**src/rtl/pkt_pkg.sv**
```systemverilog
package pkt_pkg;
    typedef enum logic [0:0] {
        ST_IDLE = 1'b0,
        ST_SEND = 1'b1
    } pkt_state_e;

    localparam logic [7:0] SYNC_A = 8'hA5;
    localparam logic [7:0] SYNC_B = 8'h5A;
    localparam int HDR_BYTES = 4;
endpackage

```
**src/rtl/pkt_capture.sv**
```systemverilog
module pkt_capture #(
    parameter int NCH  = 6,
    parameter int SW   = 10,
    parameter int NBTN = 4
) (
    input  logic                clk,
    input  logic                rst_n,
    input  logic                load_i,
    input  logic [NCH*SW-1:0]   samples_i,
    input  logic [NBTN-1:0]     buttons_i,
    input  logic [7:0]          version_i,
    output logic [NCH*SW-1:0]   samples_q,
    output logic [NBTN-1:0]     buttons_q,
    output logic [7:0]          version_q
);
    always_ff @(posedge clk or negedge rst_n) begin
        if (!rst_n) begin
            samples_q <= '0;
            buttons_q <= '0;
            version_q <= '0;
        end else if (load_i) begin
            samples_q <= samples_i;
            buttons_q <= buttons_i;
            version_q <= version_i;
        end
    end

    AST_LATCH_HELD: assert property (@(posedge clk) disable iff (!rst_n)
        !load_i |=> $stable(samples_q) && $stable(buttons_q) && $stable(version_q));
endmodule

```
**src/rtl/pkt_byte_sel.sv**
```systemverilog
module pkt_byte_sel
    import pkt_pkg::*;
#(
    parameter int NCH  = 6,
    parameter int SW   = 10,
    parameter int NBTN = 4,
    parameter int IW   = 5
) (
    input  logic [IW-1:0]       idx_i,
    input  logic [NCH*SW-1:0]   samples_i,
    input  logic [NBTN-1:0]     buttons_i,
    input  logic [7:0]          version_i,
    input  logic [7:0]          frame_i,
    output logic [7:0]          byte_o
);
    localparam int CW       = (NCH > 1) ? $clog2(NCH) : 1;
    localparam int DATA_END = HDR_BYTES + 2 * NCH;

    logic [15:0]   words [NCH];
    logic [IW-1:0] off;
    logic [CW-1:0] ch_sel;

    for (genvar g = 0; g < NCH; g++) begin : g_word
        assign words[g] = 16'(samples_i[g*SW +: SW]);
    end

    assign off    = idx_i - IW'(HDR_BYTES);
    assign ch_sel = CW'(off >> 1);

    always_comb begin
        byte_o = 8'h00;
        if (idx_i == IW'(0)) begin
            byte_o = SYNC_A;
        end else if (idx_i == IW'(1)) begin
            byte_o = SYNC_B;
        end else if (idx_i == IW'(2)) begin
            byte_o = version_i;
        end else if (idx_i == IW'(3)) begin
            byte_o = frame_i;
        end else if (idx_i < IW'(DATA_END)) begin
            byte_o = off[0] ? words[ch_sel][15:8] : words[ch_sel][7:0];
        end else begin
            byte_o = 8'(buttons_i);
        end
    end
endmodule

```
**src/rtl/pkt_ctrl.sv**
```systemverilog
module pkt_ctrl
    import pkt_pkg::*;
#(
    parameter int PKT_LEN = 17,
    parameter int IW      = 5
) (
    input  logic            clk,
    input  logic            rst_n,
    input  logic            start_i,
    input  logic            ready_i,
    output logic            load_o,
    output logic            valid_o,
    output logic [IW-1:0]   idx_o,
    output logic [7:0]      frame_o
);
    localparam logic [IW-1:0] LAST = IW'(PKT_LEN - 1);

    pkt_state_e state_q, state_d;
    logic       last_ack;

    assign last_ack = (state_q == ST_SEND) && ready_i && (idx_o == LAST);

    always_comb begin
        state_d = state_q;
        unique case (state_q)
            ST_IDLE: if (start_i)  state_d = ST_SEND;
            ST_SEND: if (last_ack) state_d = ST_IDLE;
            default: state_d = ST_IDLE;
        endcase
    end

    always_ff @(posedge clk or negedge rst_n) begin
        if (!rst_n) state_q <= ST_IDLE;
        else        state_q <= state_d;
    end

    always_comb begin
        load_o  = (state_q == ST_IDLE) && start_i;
        valid_o = (state_q == ST_SEND);
    end

    always_ff @(posedge clk or negedge rst_n) begin
        if (!rst_n) begin
            idx_o   <= '0;
            frame_o <= '0;
        end else if (load_o) begin
            idx_o <= '0;
        end else if (state_q == ST_SEND && ready_i) begin
            if (idx_o == LAST) frame_o <= frame_o + 8'd1;
            else               idx_o   <= idx_o + IW'(1);
        end
    end

    AST_IDX_BOUND: assert property (@(posedge clk) disable iff (!rst_n)
        (state_q == ST_SEND) |-> (idx_o <= LAST));
    AST_LAUNCH: assert property (@(posedge clk) disable iff (!rst_n)
        (state_q == ST_IDLE && start_i) |=> (state_q == ST_SEND && idx_o == '0));
    AST_FRAME_STEP: assert property (@(posedge clk) disable iff (!rst_n)
        last_ack |=> (frame_o == $past(frame_o) + 8'd1));
    AST_BUSY_START: assert property (@(posedge clk) disable iff (!rst_n)
        (state_q == ST_SEND && start_i && !ready_i) |=> (state_q == ST_SEND && $stable(idx_o)));
endmodule

```
**src/rtl/pkt_framer.sv**
```systemverilog
module pkt_framer
    import pkt_pkg::*;
#(
    parameter int NCH  = 6,
    parameter int SW   = 10,
    parameter int NBTN = 4
) (
    input  logic                clk,
    input  logic                rst_n,
    input  logic                start_i,
    input  logic [NCH*SW-1:0]   samples_i,
    input  logic [NBTN-1:0]     buttons_i,
    input  logic [7:0]          version_i,
    input  logic                ready_i,
    output logic [7:0]          byte_o,
    output logic                valid_o,
    output logic                busy_o
);
    localparam int PKT_LEN = HDR_BYTES + 2 * NCH + 1;
    localparam int IW      = $clog2(PKT_LEN);

    logic                load;
    logic [IW-1:0]       idx;
    logic [7:0]          frame;
    logic [NCH*SW-1:0]   smp_q;
    logic [NBTN-1:0]     btn_q;
    logic [7:0]          ver_q;

    pkt_ctrl #(.PKT_LEN(PKT_LEN), .IW(IW)) ctrl_i (
        .clk(clk), .rst_n(rst_n), .start_i(start_i), .ready_i(ready_i),
        .load_o(load), .valid_o(valid_o), .idx_o(idx), .frame_o(frame)
    );

    pkt_capture #(.NCH(NCH), .SW(SW), .NBTN(NBTN)) cap_i (
        .clk(clk), .rst_n(rst_n), .load_i(load),
        .samples_i(samples_i), .buttons_i(buttons_i), .version_i(version_i),
        .samples_q(smp_q), .buttons_q(btn_q), .version_q(ver_q)
    );

    pkt_byte_sel #(.NCH(NCH), .SW(SW), .NBTN(NBTN), .IW(IW)) sel_i (
        .idx_i(idx), .samples_i(smp_q), .buttons_i(btn_q),
        .version_i(ver_q), .frame_i(frame), .byte_o(byte_o)
    );

    assign busy_o = valid_o;

    AST_STALL_HOLD: assert property (@(posedge clk) disable iff (!rst_n)
        (valid_o && !ready_i) |=> (valid_o && $stable(byte_o)));
    AST_SYNC_LEAD: assert property (@(posedge clk) disable iff (!rst_n)
        $rose(valid_o) |-> (byte_o == SYNC_A));
endmodule

```
**config.mk**
```make
export PLATFORM = sky130hd
export DESIGN_NAME = pkt_framer
export DESIGN_NICKNAME = d
export VERILOG_FILES = /design/src/rtl/pkt_pkg.sv /design/src/rtl/pkt_capture.sv /design/src/rtl/pkt_byte_sel.sv /design/src/rtl/pkt_ctrl.sv /design/src/rtl/pkt_framer.sv
export SDC_FILE = /design/constraint.sdc
export NUM_CORES = 1
export LEC_CHECK = 0
export ABC_AREA = 1
export BUFFER_PORTS_ARGS = -buffer_cell sky130_fd_sc_hd__buf_2
export CAP_MARGIN = 5
export CORE_MARGIN = 3
export CORE_UTILIZATION = 31
export DETAILED_ROUTE_END_ITERATION = 16
export HOLD_SLACK_MARGIN = 0.12
export PLACE_DENSITY = 0.59
export SYNTH_ARGS = -nofsm -noshare
export SYNTH_HDL_FRONTEND = slang
export SYNTH_SLANG_ARGS = --single-unit
```
**constraint.sdc**
```tcl
create_clock -name clk -period 2 [get_ports clk]
set_clock_uncertainty 0.05 [all_clocks]
set_input_delay 0.4 -clock clk [delete_from_list [all_inputs] [get_ports clk]]
set_output_delay 0.4 -clock clk [all_outputs]
set_load 0.03 [all_outputs]
```
Word level (Yosys, flattened, before mapping):

Cells that the tools add are included.

* register bits: 86
* bits in latches: 0
* memory bits (writable): 0
* memory bits (read-only): 0
* input bits: 76
* output and inout bits: 10
* logic and storage cells: 41
* memories kept: 0

* add/subtract/negate cells: 3
* multiply operators: 0
* divide/modulo/power cells: 0
* magnitude comparators: 2
* equality and inequality tests: 5
* shifts and indexed selects: 0
* muxes and demuxes: 15
* bitwise gates (word level): 3
* reductions and logical operators: 7

Operators with widths (number)
* binary-select mux 16 bit (select 3 bit): 1
* 2-to-1 mux 8 bit: 6
* 2-to-1 mux 16 bit: 2
* 2-to-1 mux 5 bit: 3
* equality test 5 x 2 -> 1 bit, second input constant: 2
* adder 8 x 1 -> 8 bit, second input constant: 1
* adder 5 x 1 -> 5 bit, second input constant: 1
* equality test 5 x 1 -> 1 bit, second input constant: 1
* equality test 5 bit, second input constant: 1
* logical NOT 5 bit: 1
* less-than comparator 5 bit, second input constant: 1
* >= comparator 4 bit, second input constant: 1
* NOT 3 -> 4 bit: 1
* subtractor 4 x 3 -> 4 bit, second input constant: 1
* logical AND 1 bit: 3
* AND reduction 3 bit: 1
* 2-to-1 mux 1 bit: 2
* inequality test 2 x 1 -> 1 bit, second input constant: 1
* NOT 1 bit: 2
* one-hot mux 1 bit (2 select lines): 1
* AND reduction 2 bit: 1
* nonzero test 2 bit: 1

Logic depth before layout (Yosys ltp):

* depth in word-level cells: 11
* mapped depth: 13
* gate-level depth less buffers: 11

By module:

From an unflattened synthesis, not the netlist that was laid out.

* cells, all modules: 615
* area, all modules: 4514.3 um2

By module, submodules not included
* pkt_capture: times used 1, cells each 304, area an instance 2748.9 um2, sequential area each 1801.7 um2
* pkt_byte_sel: times used 1, cells each 202, area an instance 934.6 um2, sequential area each 0.0 um2
* pkt_ctrl: times used 1, cells each 108, area an instance 823.3 um2, sequential area each 350.3 um2
* pkt_framer: times used 1, cells each 1, area an instance 7.5 um2, sequential area each 0.0 um2

Worst setup path after synthesis:

No wires, ideal clock.

* path kind: register -> output
* start: reg ctrl_i.idx_o[2]
* end: out byte_o[4]
* arrival time: 2.093 ns
* required time: 1.550 ns
* setup slack: -0.543 ns
* stages on the path, launching flop included: 13
* path buffers: 2
* cell sequence: dfrtp_1 -> buf_2 -> inv_1 -> ha_1 -> buf_2 -> inv_1 -> nand2_1 -> nor2_1 -> o21a_1 -> a21oi_1 -> o21ai_1 -> nand2_1 -> a21oi_1

* longest elaborated chain between the ends: 11
* elaborated cells between the ends (all ways): 16
* classes of those cells: 1 x add/sub; 1 x order compare; 3 x eq/ne; 9 x mux; 1 x bitwise; 1 x reduce/logical

RTL lines
* from (decl): line pkt_ctrl.sv:13 `output logic [IW-1:0] idx_o,`
* from (signal assigned): line pkt_ctrl.sv:50 `else idx_o <= idx_o + IW'(1);`
* subtractor 4 x 3 -> 4 bit: line pkt_byte_sel.sv:27 `assign off = idx_i - IW'(HDR_BYTES);`
* NOT 3 -> 4 bit (not written as such): line pkt_byte_sel.sv:41 `byte_o = off[0] ? words[ch_sel][15:8] : words[ch_sel][7:0];`
* binary-select mux 16 bit (select 3 bit): line pkt_byte_sel.sv:41
* 2-to-1 mux 16 bit (not written as such) (2 in a row): line pkt_byte_sel.sv:41
* 2-to-1 mux 8 bit: line pkt_byte_sel.sv:41
* 2-to-1 mux 8 bit: line pkt_byte_sel.sv:40 `end else if (idx_i < IW'(DATA_END)) begin`
* 2-to-1 mux 8 bit: line pkt_byte_sel.sv:38 `end else if (idx_i == IW'(3)) begin`
* 2-to-1 mux 8 bit: line pkt_byte_sel.sv:36 `end else if (idx_i == IW'(2)) begin`
* 2-to-1 mux 8 bit: line pkt_byte_sel.sv:34 `end else if (idx_i == IW'(1)) begin`
* 2-to-1 mux 8 bit (*): line pkt_byte_sel.sv:32 `if (idx_i == IW'(0)) begin`
* to (decl): line pkt_framer.sv:15 `output logic [7:0] byte_o,`

Mark *: on every way between the ends. The rest lies on a longest branch, timed or not. The select of a mux whose other input is x is not followed.

Worst setup path in the final report:

* start: reg ctrl_i.idx_o[1]
* end: out byte_o[3]

Same word-level chain as after synthesis.

==> reports/qor.csv <==
metric,value,unit
Psw,3740,uW
final WL,11500,um
Synth Cell Area,0.00431,mm^2
"Req. time, crit path",1550,ps
area post-placement,0.00529,mm^2
die area,0.0154,mm^2
Simple-Gate Fraction of Synth Area,30.4,%
WL per Instance,13.3,um
"Primary FF master, synth",dfrtp_1,
relative slew slack,72.2,%
Finished Layout Cells,864,
Setup Viol. Count Final,8,
PwrDens,1600,mW/mm^2
GRT Total Usage,15.9,%
GPL Wtd Cong,0.819,
period utilisation layout,122,%
cell-internal power,5640,uW
Slew Limit Fails,0,
site row count,42,
share of total power in the clock network,18.5,%
fraction of registers with async set or reset after synthesis,100,%
CTS Root Cell,clkbuf_16,
RSZ-0062 raised after global routing,yes,
Startpoint Class,register,
"Clk Latency, worst-skew pair",340,ps
post-DR vias/cell,4.53,
Max Freq,408,MHz
CTS tree,built,
worst setup path class,reg2out,
"Seq/Total Area, Yosys",49.9,%
worst hold slack,208,ps
Filler cells,1359,
Synth Area in Compound Gates,9.95,%
vias in the first global route,4016,
post-synthesis cell type count,34,
total CTS buffers,9,
Yosys warning count,0,
largest net degree at the start of global routing,54,
"Avg Cell Area, Syn",7.64,um^2
mux contribution to synthesized area,0,%
adder-cell share of the synthesized area,2.03,%
Final #Nets,767,
Initial Util,32.2,%
DR DRC count,0,
synthesized instance count,565,
Die W,124,um
initial antenna violation count,0,
Yosys top cell by area,dfrtp_1,
sequential share of power,33.2,%
Post-Syn Nets,648,
Post-DRT Antenna Nets,0,
Max clock buf depth,2,
vias,3915,
Synth Area in XOR/XNOR,1.22,%
Final Cell Area,0.00587,mm^2
DRT Pass-1 Iters,4,
share of the synthesized area in the top cell type,49.9,%
critical path peak fanout,8,
leak pwr,0.00305,uW
Clock transition at path regs,60,ps
first-pass GRT wire length,18900,um
"top cells by area, synth","dfrtp_1, nand2_1, o21ai_0",
status,"complete, but fails checks",
total gr overflow,0,
violated checks,negative setup slack,
Slew @ Worst Pin,418,ps
Core Area,0.0134,mm^2
share of cells above drive strength 1,30.2,%
DR iter-0 viols,212,
n_diodes,0,
synth-to-layout area growth,36.0,%
Combinational Power Share,48.3,%
Max-cap violations,0,
"EDFF count, synth",0,
Critical Path AT,2000,ps
# clock sinks,86,
DP HPWL,8770,um
hold crit path type,in2reg,
min Tclk post-route,2450,ps
Post-Place Cells,845,
final worst setup slack,-449,ps
htree depth,3,
Buffers on Ports,85,
Worst Setup End Kind,primary output,
IO Pins,86,
Sw Share,39.9,%
Final Hold Viols,0,
Max IR drop VDD,0.634,mV
"Core Util, Final",43.8,%
largest family of logic cells by synthesized area,simple AND/OR/NAND/NOR gates,
Die H,124,um
#FFs+latches synth,86,
## metal layers
metal	vias to the layer above	wire [um]	track usage (%)
met5	-	0	0
met4	0	166	5.75
met2	66	5560	26.3
met1	1835	5300	21.1
li1	2003	-	-
met3	11	451	2.72
## placed cells by master (no fill, tap or decap), drive strengths merged, types with 2 or more instances in the layout
master	instances
nor2	49
inv	36
o211ai	2
xor2	6
a21oi	18
ha	7
o21ai	50
buf	132
nor3	3
bufinv	2
o21bai	2
o21a	3
clkbuf	12
nand3	14
nand2	255
clkinv	2
dfrtp	86
## worst max-delay path, stage by stage (launching register included)
cell and delay [ps]:
dfrtp_1 420, buf_12 170, buf_4 140, o21ai_2 110, nor2_1 50, o21ai_1 170, nand2_1 80, nand2_1 90
nand2_1 80, a21oi_2 160, nor2_2 50, buf_6 130
## logic make-up after synthesis
kind of cell / Yosys count
AND/OR/NAND/NOR: 323
XOR/XNOR: 6
AO/OA/AOI/OAI: 80
adder cells (fa/ha/maj): 7
flip-flops: 86
buffers and inverters: 63
## Yosys cell counts, types with 2 or more instances
master / count
nor2_2: 2
o21a_1: 3
inv_1: 34
nand2_2: 2
ha_1: 7
dfrtp_1: 86
nor2_1: 45
nand2_1: 253
nand3_1: 12
inv_2: 2
buf_6: 2
buf_2: 10
clkbuf_1: 10
o211ai_1: 2
o21ai_0: 49
a21oi_1: 18
o21bai_1: 2
nor3_1: 2
xor2_1: 6
buf_4: 4
## repair_timing
action                                 4_1_cts  5_1_grt
cloned                                       1        1
hold buffers                                 1        0
resized for setup                           48       30
pin swaps                                   16       23
buffers inserted                             0        1
endpoints found under the hold margin       81        0
setup endpoints to repair                   14       16
## sequential cells by signal, indices dropped and copies added, names as in the netlist
name	flops
ctrl_i.idx_o	5
cap_i.buttons_q	4
ctrl_i.frame_o	8
cap_i.version_q	8
cap_i.samples_q	60
ctrl_i.valid_o	1
## layout make-up
type	instances	area, um^2	area share, %
tap	176	220	3.75
multi-input combinational	416	2090	35.7
inverter	37	154	2.62
clock inverter	4	72.6	1.24
timing repair buffer	134	943	16.1
clock buffer	11	233	3.97
sequential	86	2150	36.7
## through the flow
stage | TNS, ps | setup WS (ps) | total power [uW]
finish | -3320 | -449 | 9380
global placement | -1290 | -215 | 6880
floorplan | -704 | -173 | 5610
detailed placement | -1460 | -220 | 6950
global route | -4440 | -542 | 10100
CTS | -3290 | -444 | 9190
## power by group through the flow
stage / Clock [uW] / Sequential [uW] / Combinational, uW
finish: 1740 / 3110 / 4530
global placement: 0 / 3110 / 3770
CTS: 1770 / 3090 / 4320
floorplan: 0 / 2920 / 2690
detailed placement: 0 / 3110 / 3840
global route: 1840 / 3210 / 5020
## final timing paths
path	startpoint	end	slack (ps)	depth (start not counted)
max	ctrl_i.idx_o[1]	byte_o[3]	-450	11
min	samples_i[38]	cap_i.samples_q[38]	210	3
max reg2reg	ctrl_i.idx_o[1]	ctrl_i.frame_o[6]	20	11
min reg2reg	cap_i.samples_q[55]	cap_i.samples_q[55]	420	2
max in group asynchronous	rst_n	cap_i.version_q[3]	1000	3
min in group asynchronous	rst_n	cap_i.samples_q[15]	370	2
Power figures use the tool's default switching activity.
